$ cat config.mk
export PLATFORM = sky130hd
export DESIGN_NAME = dual_msg_unit
export DESIGN_NICKNAME = d
export VERILOG_FILES = /design/src/rtl/mbox_pkg.sv /design/src/rtl/mbox_ctrl.sv /design/src/rtl/mbox_rst_seq.sv /design/src/rtl/mbox_dp.sv /design/src/rtl/dual_msg_unit.sv
export SDC_FILE = /design/constraint.sdc
export NUM_CORES = 1
export LEC_CHECK = 0
export BUFFER_PORTS_ARGS = -buffer_cell sky130_fd_sc_hd__buf_2
export CORE_ASPECT_RATIO = 0.6
export CORE_MARGIN = 1.5
export CORE_UTILIZATION = 50
export DETAILED_ROUTE_END_ITERATION = 8
export PLACE_DENSITY = 0.73
export REMOVE_ABC_BUFFERS = 1
export SLEW_MARGIN = 10
export SYNTH_ARGS = -nofsm -noshare
export SYNTH_HDL_FRONTEND = slang
export SYNTH_SLANG_ARGS = --single-unit
$ cat constraint.sdc
create_clock -name clk -period 4.6 [get_ports clk]
set_clock_uncertainty 0.2 [all_clocks]
set_input_delay 0.69 -clock clk [delete_from_list [all_inputs] [get_ports clk]]
set_output_delay 0.69 -clock clk [all_outputs]
set_load 0.01 [all_outputs]
$ cat src/rtl/mbox_pkg.sv
package mbox_pkg;
  localparam int NREG = 4;
  localparam int IDX_W = $clog2(NREG);
  localparam int RST_CTRL_BIT = 5;
  localparam int BUSY_STAT_BIT = 7;
  localparam int WORD_STAT = 2 * NREG;
  localparam int WORD_CTRL = 2 * NREG + 1;

  typedef enum logic [2:0] {
    RD_NONE, RD_TX, RD_RX, RD_STAT, RD_CTRL, RD_ZERO
  } rdKind_t;

  typedef struct packed {
    logic [NREG-1:0] txWr;
    logic [NREG-1:0] rxRd;
    logic            statWr;
    logic            ctrlWr;
    logic            rstReq;
    rdKind_t         rdKind;
    logic [IDX_W-1:0] rdIdx;
  } sideStb_t;

  function automatic int teBit(input int n);
    return 20 + (NREG - 1 - n);
  endfunction
  function automatic int rfBit(input int n);
    return 24 + (NREG - 1 - n);
  endfunction
  function automatic int gipBit(input int n);
    return 28 + (NREG - 1 - n);
  endfunction
  function automatic int girBit(input int n);
    return 16 + (NREG - 1 - n);
  endfunction
endpackage

$ cat src/rtl/mbox_ctrl.sv
module mbox_ctrl
  import mbox_pkg::*;
#(
  parameter int ADDR_W = 6
) (
  input  logic              valid,
  input  logic              write,
  input  logic [ADDR_W-1:0] addr,
  input  logic              rstBit,
  output sideStb_t          stb
);
  localparam int WORD_W = ADDR_W - 2;

  logic [WORD_W-1:0] word;
  logic              aligned;

  assign word    = addr[ADDR_W-1:2];
  assign aligned = (addr[1:0] == 2'b00);

  always_comb begin
    stb = '0;
    stb.rdKind = RD_NONE;
    if (valid) begin
      if (!aligned) begin
        if (!write) stb.rdKind = RD_ZERO;
      end else if (word < WORD_W'(NREG)) begin
        if (write) stb.txWr[word[IDX_W-1:0]] = 1'b1;
        else begin
          stb.rdKind = RD_TX;
          stb.rdIdx  = word[IDX_W-1:0];
        end
      end else if (word < WORD_W'(2 * NREG)) begin
        if (!write) begin
          stb.rxRd[word[IDX_W-1:0]] = 1'b1;
          stb.rdKind = RD_RX;
          stb.rdIdx  = word[IDX_W-1:0];
        end
      end else if (word == WORD_W'(WORD_STAT)) begin
        if (write) stb.statWr = 1'b1;
        else stb.rdKind = RD_STAT;
      end else if (word == WORD_W'(WORD_CTRL)) begin
        if (write) begin
          stb.ctrlWr = 1'b1;
          stb.rstReq = rstBit;
        end else stb.rdKind = RD_CTRL;
      end else if (!write) begin
        stb.rdKind = RD_ZERO;
      end
    end
  end
endmodule

$ cat src/rtl/mbox_rst_seq.sv
module mbox_rst_seq #(
  parameter int RST_CYCLES = 4
) (
  input  logic clk,
  input  logic rstN,
  input  logic reqA,
  input  logic reqB,
  output logic busy
);
  localparam int CNT_W = $clog2(RST_CYCLES + 1);

  logic [CNT_W-1:0] cnt;

  always_ff @(posedge clk or negedge rstN) begin
    if (!rstN) cnt <= '0;
    else if (reqA || reqB) cnt <= CNT_W'(RST_CYCLES);
    else if (cnt != '0) cnt <= cnt - 1'b1;
  end

  assign busy = (cnt != '0);
endmodule

$ cat src/rtl/mbox_dp.sv
module mbox_dp
  import mbox_pkg::*;
#(
  parameter int DATA_W = 32
) (
  input  logic              clk,
  input  logic              rstN,
  input  sideStb_t          stbA,
  input  sideStb_t          stbB,
  input  logic [DATA_W-1:0] wdataA,
  input  logic [DATA_W-1:0] wdataB,
  input  logic              busy,
  output logic [DATA_W-1:0] rdataA,
  output logic [DATA_W-1:0] rdataB,
  output logic              irqA,
  output logic              irqB
);
  sideStb_t          stb [2];
  logic [DATA_W-1:0] wd [2];
  logic [DATA_W-1:0] rd [2];
  logic [DATA_W-1:0] txData [2][NREG];
  logic [NREG-1:0]   te [2];
  logic [NREG-1:0]   rf [2];
  logic [NREG-1:0]   gip [2];
  logic [NREG-1:0]   gir [2];
  logic [NREG-1:0]   teEn [2];
  logic [NREG-1:0]   rfEn [2];
  logic [NREG-1:0]   gipEn [2];
  logic [DATA_W-1:0] statWord [2];
  logic [DATA_W-1:0] ctrlWord [2];
  logic [1:0]        irq;
  logic              clear;

  assign stb[0] = stbA;
  assign stb[1] = stbB;
  assign wd[0]  = wdataA;
  assign wd[1]  = wdataB;
  assign clear  = stbA.rstReq | stbB.rstReq | busy;

  // Flag and slot state for both directions
  always_ff @(posedge clk or negedge rstN) begin
    if (!rstN) begin
      for (int s = 0; s < 2; s++) begin
        te[s] <= '1; rf[s] <= '0; gip[s] <= '0; gir[s] <= '0;
        teEn[s] <= '0; rfEn[s] <= '0; gipEn[s] <= '0;
        for (int n = 0; n < NREG; n++) txData[s][n] <= '0;
      end
    end else if (clear) begin
      for (int s = 0; s < 2; s++) begin
        te[s] <= '1; rf[s] <= '0; gip[s] <= '0; gir[s] <= '0;
        teEn[s] <= '0; rfEn[s] <= '0; gipEn[s] <= '0;
        for (int n = 0; n < NREG; n++) txData[s][n] <= '0;
      end
    end else begin
      for (int s = 0; s < 2; s++) begin
        for (int n = 0; n < NREG; n++) begin
          if (stb[s].txWr[n]) begin
            txData[s][n] <= wd[s];
            te[s][n]     <= 1'b0;
          end else if (stb[1-s].rxRd[n] && rf[1-s][n]) begin
            te[s][n] <= 1'b1;
          end
          if (stb[1-s].txWr[n]) rf[s][n] <= 1'b1;
          else if (stb[s].rxRd[n]) rf[s][n] <= 1'b0;
          if (gir[1-s][n]) gip[s][n] <= 1'b1;
          else if (stb[s].statWr && wd[s][gipBit(n)]) gip[s][n] <= 1'b0;
          gir[s][n] <= stb[s].ctrlWr && wd[s][girBit(n)];
          if (stb[s].ctrlWr) begin
            teEn[s][n]  <= wd[s][teBit(n)];
            rfEn[s][n]  <= wd[s][rfBit(n)];
            gipEn[s][n] <= wd[s][gipBit(n)];
          end
        end
      end
    end
  end

  always_comb begin
    for (int s = 0; s < 2; s++) begin
      statWord[s] = '0;
      ctrlWord[s] = '0;
      for (int n = 0; n < NREG; n++) begin
        statWord[s][teBit(n)]  = te[s][n];
        statWord[s][rfBit(n)]  = rf[s][n];
        statWord[s][gipBit(n)] = gip[s][n];
        ctrlWord[s][teBit(n)]  = teEn[s][n];
        ctrlWord[s][rfBit(n)]  = rfEn[s][n];
        ctrlWord[s][gipBit(n)] = gipEn[s][n];
        ctrlWord[s][girBit(n)] = gir[s][n];
      end
      statWord[s][BUSY_STAT_BIT] = busy;
      ctrlWord[s][RST_CTRL_BIT]  = busy;
    end
  end

  // Registered read return per side
  always_ff @(posedge clk or negedge rstN) begin
    if (!rstN) begin
      rd[0] <= '0;
      rd[1] <= '0;
    end else begin
      for (int s = 0; s < 2; s++) begin
        case (stb[s].rdKind)
          RD_TX:   rd[s] <= txData[s][stb[s].rdIdx];
          RD_RX:   rd[s] <= txData[1-s][stb[s].rdIdx];
          RD_STAT: rd[s] <= statWord[s];
          RD_CTRL: rd[s] <= ctrlWord[s];
          RD_ZERO: rd[s] <= '0;
          default: rd[s] <= rd[s];
        endcase
      end
    end
  end

  for (genvar s = 0; s < 2; s++) begin : g_irq
    assign irq[s] = |(te[s] & teEn[s]) | |(rf[s] & rfEn[s]) | |(gip[s] & gipEn[s]);
  end

  assign rdataA = rd[0];
  assign rdataB = rd[1];
  assign irqA   = irq[0];
  assign irqB   = irq[1];
endmodule

$ cat src/rtl/dual_msg_unit.sv
module dual_msg_unit
  import mbox_pkg::*;
#(
  parameter int ADDR_W     = 6,
  parameter int DATA_W     = 32,
  parameter int RST_CYCLES = 4
) (
  input  logic              clk,
  input  logic              rstN,
  input  logic              aValid,
  input  logic              aWrite,
  input  logic [ADDR_W-1:0] aAddr,
  input  logic [DATA_W-1:0] aWdata,
  output logic [DATA_W-1:0] aRdata,
  output logic              aIrq,
  input  logic              bValid,
  input  logic              bWrite,
  input  logic [ADDR_W-1:0] bAddr,
  input  logic [DATA_W-1:0] bWdata,
  output logic [DATA_W-1:0] bRdata,
  output logic              bIrq
);
  logic              vArr [2];
  logic              wArr [2];
  logic [ADDR_W-1:0] adArr [2];
  logic              rbArr [2];
  sideStb_t          stb [2];
  logic              busy;

  assign vArr[0]  = aValid;
  assign vArr[1]  = bValid;
  assign wArr[0]  = aWrite;
  assign wArr[1]  = bWrite;
  assign adArr[0] = aAddr;
  assign adArr[1] = bAddr;
  assign rbArr[0] = aWdata[RST_CTRL_BIT];
  assign rbArr[1] = bWdata[RST_CTRL_BIT];

  for (genvar s = 0; s < 2; s++) begin : g_side
    mbox_ctrl #(.ADDR_W(ADDR_W)) u_ctrl (
      .valid (vArr[s]),
      .write (wArr[s]),
      .addr  (adArr[s]),
      .rstBit(rbArr[s]),
      .stb   (stb[s])
    );
  end

  mbox_rst_seq #(.RST_CYCLES(RST_CYCLES)) u_rst (
    .clk (clk),
    .rstN(rstN),
    .reqA(stb[0].rstReq),
    .reqB(stb[1].rstReq),
    .busy(busy)
  );

  mbox_dp #(.DATA_W(DATA_W)) u_dp (
    .clk   (clk),
    .rstN  (rstN),
    .stbA  (stb[0]),
    .stbB  (stb[1]),
    .wdataA(aWdata),
    .wdataB(bWdata),
    .busy  (busy),
    .rdataA(aRdata),
    .rdataB(bRdata),
    .irqA  (aIrq),
    .irqB  (bIrq)
  );
endmodule

Word-level counts from Yosys, hierarchy flattened
Index checks and enable logic that the tools add are counted.
- add/sub/neg operators: 1
- multiply operators: 0
- div/mod/pow operators: 0
- $lt $le $gt $ge: 10
- equality and inequality tests: 14
- shift operators: 0
- multiplexer cells: 158
- bitwise logic cells: 14
- reductions and logical operators: 73
- operators by type and width (cell ; count):
    32-bit 2-to-1 mux ; 16
    32-bit one-hot mux with 5 select lines ; 2
    32-bit binary-select mux with 2-bit select ; 4
    256-bit 2-to-1 mux ; 1
    1-bit 2-to-1 mux ; 78
    3-bit nonzero test ; 25
    8-bit 2-to-1 mux ; 7
    3-bit 2-to-1 mux ; 18
    4-bit 2-to-1 mux ; 10
    16-bit 2-to-1 mux ; 2
    1-bit logical AND ; 26
    4-bit bitwise AND ; 6
    2-bit 2-to-1 mux ; 12
    4-bit OR reduction ; 6
    11-bit 2-to-1 mux ; 2
    2-bit nonzero test ; 11
    4-bit equality test, second input constant ; 4
    7-bit 2-to-1 mux ; 2
    3-bit by 2-bit equality test with 1-bit output, second input constant ; 4
    3-bit equality test, second input constant ; 4
    5-bit 2-to-1 mux ; 2
    5-bit nonzero test ; 2
    4-bit by 3-bit less-than comparator with 1-bit output, second input constant ; 2
    4-bit less-than comparator, second input constant ; 2
    10 further kinds ; 22
- register bits after elaboration: 379
- bits in latches: 0
- memory bits (writable): 0
- memory bits (read-only): 0
- input port bits: 82
- output and inout bits: 66
- word-level logic and storage cells: 313
- memories: 0

Logic depth before layout (Yosys ltp)
- depth in word-level cells: 14
- depth in mapped cells: 9
- gate-level depth less buffers: 7

Cells and area by module
Synthesis repeated with hierarchy kept, for this count alone.
- cell total of the unflattened synthesis: 1639
- area, all modules: 19910.3 um^2
- modules (own cells, without submodules) (module ; instances ; cells an instance ; area each (um^2) ; sequential area each (um^2)):
    mbox_dp ; 1 ; 1553 ; 19249.7 ; 9419.0
    mbox_ctrl ; 2 ; 35 ; 241.5 ; 0.0
    mbox_rst_seq ; 1 ; 16 ; 177.7 ; 75.1

Worst setup path after synthesis
OpenSTA, ideal clock, no wires.
- path kind: input to register
- from: in aWrite
- to: reg u_dp.rd (netlist bit u_dp.rdataA[7])
- library setup time: 0.094 ns
- arrival: 2.558 ns
- required time: 4.306 ns
- path slack: 1.748 ns
- stages: 8
- path buffers: 3
- path through: buf_2 > or4b_4 > or3b_1 > buf_2 > buf_6 > a311oi_2 > o21ai_1 > a221oi_2
- longest elaborated chain between the ends: 10
- elaborated cells on any way between the ends: 27
- classes of those cells: 5 x eq/ne; 20 x mux; 1 x bitwise; 1 x reduce/logical
- ends and longest elaborated chain (item ; RTL line ; RTL):
    start, declared ; dual_msg_unit.sv:11 ; input logic aWrite,
    4-bit 2-to-1 mux ; mbox_ctrl.sv:33 ; if (!write) begin
    2-bit 2-to-1 mux ; mbox_ctrl.sv:32 ; end else if (word < WORD_W'(2 * NREG)) begin
    5-bit 2-to-1 mux ; mbox_ctrl.sv:26 ; end else if (word < WORD_W'(NREG)) begin
    2-bit 2-to-1 mux ; mbox_ctrl.sv:24 ; if (!aligned) begin
    16-bit 2-to-1 mux (*) ; mbox_ctrl.sv:23 ; if (valid) begin
    2-bit inverter with 3-bit output (implied by the code) ; mbox_dp.sv:104, mbox_dp.sv:105 ;
    32-bit binary-select mux with 2-bit select, on equally long branches ; mbox_dp.sv:105, mbox_dp.sv:104 ;
    32-bit 2-to-1 mux, on equally long branches (2 in series) ; mbox_dp.sv:105, mbox_dp.sv:104 ;
    32-bit one-hot mux with 5 select lines ; mbox_dp.sv:103 ; case (stb[s].rdKind)
    end signal, assigned by index ; mbox_dp.sv:104 ; RD_TX: rd[s] <= txData[s][stb[s].rdIdx];
    end signal, assigned by index ; mbox_dp.sv:105 ; RD_RX: rd[s] <= txData[1-s][stb[s].rdIdx];
    end signal, assigned by index ; mbox_dp.sv:106 ; RD_STAT: rd[s] <= statWord[s];
    end, declared ; mbox_dp.sv:20 ; logic [DATA_W-1:0] rd [2];
Every way passes the cells marked *; elsewhere a longest branch is shown, timed or not. The select of a mux whose other input is x is not followed.
A chain may end at the register's enable or synchronous reset.

Final worst setup path
- from: in aAddr[1]
- to: reg u_dp.rd (netlist bit u_dp.rdataA[24])
- longest elaborated chain between the ends: 8
- elaborated cells on any way between the ends: 18
- classes of those cells: 5 x eq/ne; 10 x mux; 1 x bitwise; 2 x reduce/logical
- ends and longest elaborated chain (item ; RTL line ; RTL):
    start, declared ; dual_msg_unit.sv:12 ; input logic [ADDR_W-1:0] aAddr,
    2-bit zero test (*) ; mbox_ctrl.sv:18 ; assign aligned = (addr[1:0] == 2'b00);
    2-bit 2-to-1 mux ; mbox_ctrl.sv:24 ;
    16-bit 2-to-1 mux (*) ; mbox_ctrl.sv:23 ;
    2-bit inverter with 3-bit output (implied by the code) ; mbox_dp.sv:104, mbox_dp.sv:105 ;
    32-bit binary-select mux with 2-bit select, on equally long branches ; mbox_dp.sv:105, mbox_dp.sv:104 ;
    32-bit 2-to-1 mux, on equally long branches (2 in series) ; mbox_dp.sv:105, mbox_dp.sv:104 ;
    32-bit one-hot mux with 5 select lines ; mbox_dp.sv:103 ;
Marks and branches as above.

==> flow_summary.json <==
{
  "slowest_delay_ns": 0.76,
  "routed_wl_um": 75500,
  "postCtsSetupRepairBufs": 0,
  "yosys-top-cells-count": "nand2_1, dfrtp_1, a21oi_1",
  "powerDensity_nw_per_um2": 349,
  "grt_pass1_wl_um": 112000,
  "required_ns": 4.82,
  "cp-endpoint": "u_dp.rdataA[24]",
  "r2r_start": "u_rst.cnt[0]",
  "crit_top_cell": "o221ai_1",
  "drcViolationCount": 0,
  "numCtsBuffers": 38,
  "cts_tree": "done",
  "antenna_left": 0,
  "grt_max_degree": 97,
  "yosysMostFrequentCell": "nand2_1",
  "ff2ff_setup_slack_ns": 2.25,
  "vias": 18800,
  "reg2regPathDepth": 6,
  "synthFlopType": "dfrtp_1",
  "holdBufCountCts": 0,
  "yosysTopAreaCellShare": 0.464,
  "floorplan.initialDensity": 0.510,
  "worstSkewPairLatency_ns": 0.55,
  "pin_count": 148,
  "startpoint": "aAddr[1]",
  "criticalPathCategory": "input port to register",
  "syn_to_final_growth_pct": 13.7,
  "worst-path-max-fanout": 16,
  "power_frac_clock": 0.423,
  "worst-path-buf-inv": 2,
  "drv_slew": 0,
  "fp.dieW_um": 261,
  "endpoint_kind": "register",
  "worst-path-stages": 7,
  "root_buffer": "clkbuf_16",
  "setup_slack_ns": 1.48,
  "gp_congestion": 1.00,
  "wl_per_cell_um": 26.7,
  "synth.cell_area_um2": 20000,
  "die_y_um": 158,
  "synth_warnings": 0,
  "synth_seq_cells": 379,
  "p_sw_w": 0.00224,
  "swShare": 0.282,
  "clkSinkCount": 379,
  "finalNetCount": 2359,
  "worst_pin_slew_ns": 1.40,
  "cts-resized-gates": 0,
  "dr.pass1.iters": 8,
  "p_leak_nw": 10.0,
  "drive_above_1_share": 0.170,
  "vias_per_cell": 6.63,
  "postSynthAreaPerCell_um2": 9.13,
  "clockBufferDepth": 3,
  "pwr-share-comb": 0.142,
  "p_int_w": 0.00569,
  "synth_cell_types": 69,
  "min_path_type": "input port to asynchronous set/reset pin",
  "slew_headroom": 0.0625,
  "rr_endpoint": "u_dp.txData[71]",
  "finalCriticalPeriod_ns": 3.12,
  "crit_arrival_ns": 3.34,
  "slowest_stage": "nor3b_4",
  "die_area_um2": 41300,
  "synth_edf_count": 0,
  "cp_top_family": "compound AO/OA/AOI/OAI gates",
  "place_worst_setup_slack_ns": 1.12,
  "seq_power_share": 0.435,
  "violations": "negative hold slack",
  "timing.hold.ws_ns": -0.0289,
  "cts_max_level": 2,
  "numPortBuffers": 147,
  "rows": 56,
  "grt_usage": 0.365,
  "rsz0062_at_grt": "false",
  "grt_overflow": 0,
  "hold_viol_final": 21,
  "grt_pass1_vias": 17700,
  "start_kind": "input port",
  "crit_chain": "buf_2, nor3b_4, buf_4, a41oi_1, o221ai_1, o221ai_1, o211a_1",
  "irDropWorstVdd_v": 0.000279,
  "fp.coreArea_um2": 39200,
  "setup_viol": 0,
  "maxCapViolCount": 0,
  "dp_hpwl_um": 49900,
  "netlist_instances": 2191,
  "ys_top_cells_by_area": "dfrtp_1, nand2_1, mux2i_1, a21oi_1, clkbuf_1",
  "synth-async-reset-ratio": 1.00,
  "outcome": "complete, but fails checks",
  "yosysSeqAreaShare": 0.475,
  "fmax_mhz": 321,
  "yosys.area.top_type": "dfrtp_1",
  "fin_crit_sh": 0.678,
  "drt_iter0_drc": 2494,
  "clk_transition_reported_paths_ns": 0.07,
  "antenna_found_initial": 7
}
## registers in the layout, indices dropped and copies added, names as in the netlist
register	cells
u_dp.statWord	8
u_rst.cnt	3
u_dp.rf	8
u_dp.rdataB	32
u_dp.gip	8
u_dp.txData	256
u_dp.rdataA	32
u_dp.ctrlWord	32
## power by group through the flow
| stage | clock (W) | combinational (W) | sequential, W |
|---|---|---|---|
| after global placement | 0 | 0.00106 | 0.00351 |
| after floorplan | 0 | 0.000453 | 0.00351 |
| final | 0.00336 | 0.00112 | 0.00345 |
| after CTS | 0.00337 | 0.00109 | 0.00345 |
| after global routing | 0.00350 | 0.00118 | 0.00345 |
| after detailed placement | 0 | 0.00108 | 0.00351 |
## worst reg2reg max path, stage by stage, from the launching register on
cell and delay [ns]:
dfrtp_1 0.36, inv_1 0.07, ha_1 0.21, nand2b_1 0.32, or2_4 0.58, buf_12 0.35
a21oi_1 0.13
## layout make-up
class                   count  area, um^2
multi-input cells        1623        9770
well taps                 522         653
flip-flops and latches    379        9490
fillers                  3394       16500
clock inverters             8         146
inverters                   9        33.8
diodes                      6        15.0
repair buffers            224        1450
clock buffers              61        1180
## per-stage QoR
step	total power, W	std cells	util	instance area, um^2	TNS [ns]
finish	0.00793	2832	0.580	22700	0
global route	0.00813	2829	0.579	22700	0
CTS	0.00791	2826	0.579	22700	0
detailed placement	0.00459	2757	0.546	21400	0
global placement	0.00457	2757	0.546	21400	0
floorplan	0.00396	2011	-	19200	-890.84
## worst min-delay path by stage
| stage | start | end | slack [ns] |
|---|---|---|---|
| global placement | u_dp.ctrlWord[49] | u_dp.gip[2] | 0.28 |
| detailed placement | u_dp.rdataB[3] | u_dp.rdataB[3] | 0.31 |
| finish | rstN | u_dp.txData[116] | -0.03 |
| CTS | rstN | u_dp.txData[116] | 0.01 |
| global route | rstN | u_dp.txData[25] | 0.04 |
| floorplan | rstN | u_dp.ctrlWord[16] | 0.19 |
## routing by layer
layer,GRT usage,part of all wire,up-vias
li1,-,-,7976
met1,0.519,0.41,9267
met2,0.497,0.41,1346
met3,0.151,0.16,174
met4,0.114,0.027,4
met5,0.0254,0.0020,-
## placed cells by master (no fill, tap or decap), types with 39 or more instances in the layout
cell,instances
a21oi_1,304
buf_2,144
buf_4,69
clkbuf_16,39
dfrtp_1,371
mux2i_1,182
nand2_1,561
nor2_1,84
o21ai_0,68
o22ai_1,53
## logic make-up (layout without fill, tap and decap cells)
logic type,Yosys count,count (layout),share of synthesized area
AOI/OAI and AO/OA,633,633,0.202
xor gates and xnor gates,1,1,0.000438
adders and majority gates,2,2,0.00125
buffers and inverters,189,302,0.0409
DFF,379,379,0.475
muxes,229,229,0.125
other,0,6,0
and+or+nand+nor,758,758,0.156
Power figures use the tool's default switching activity.
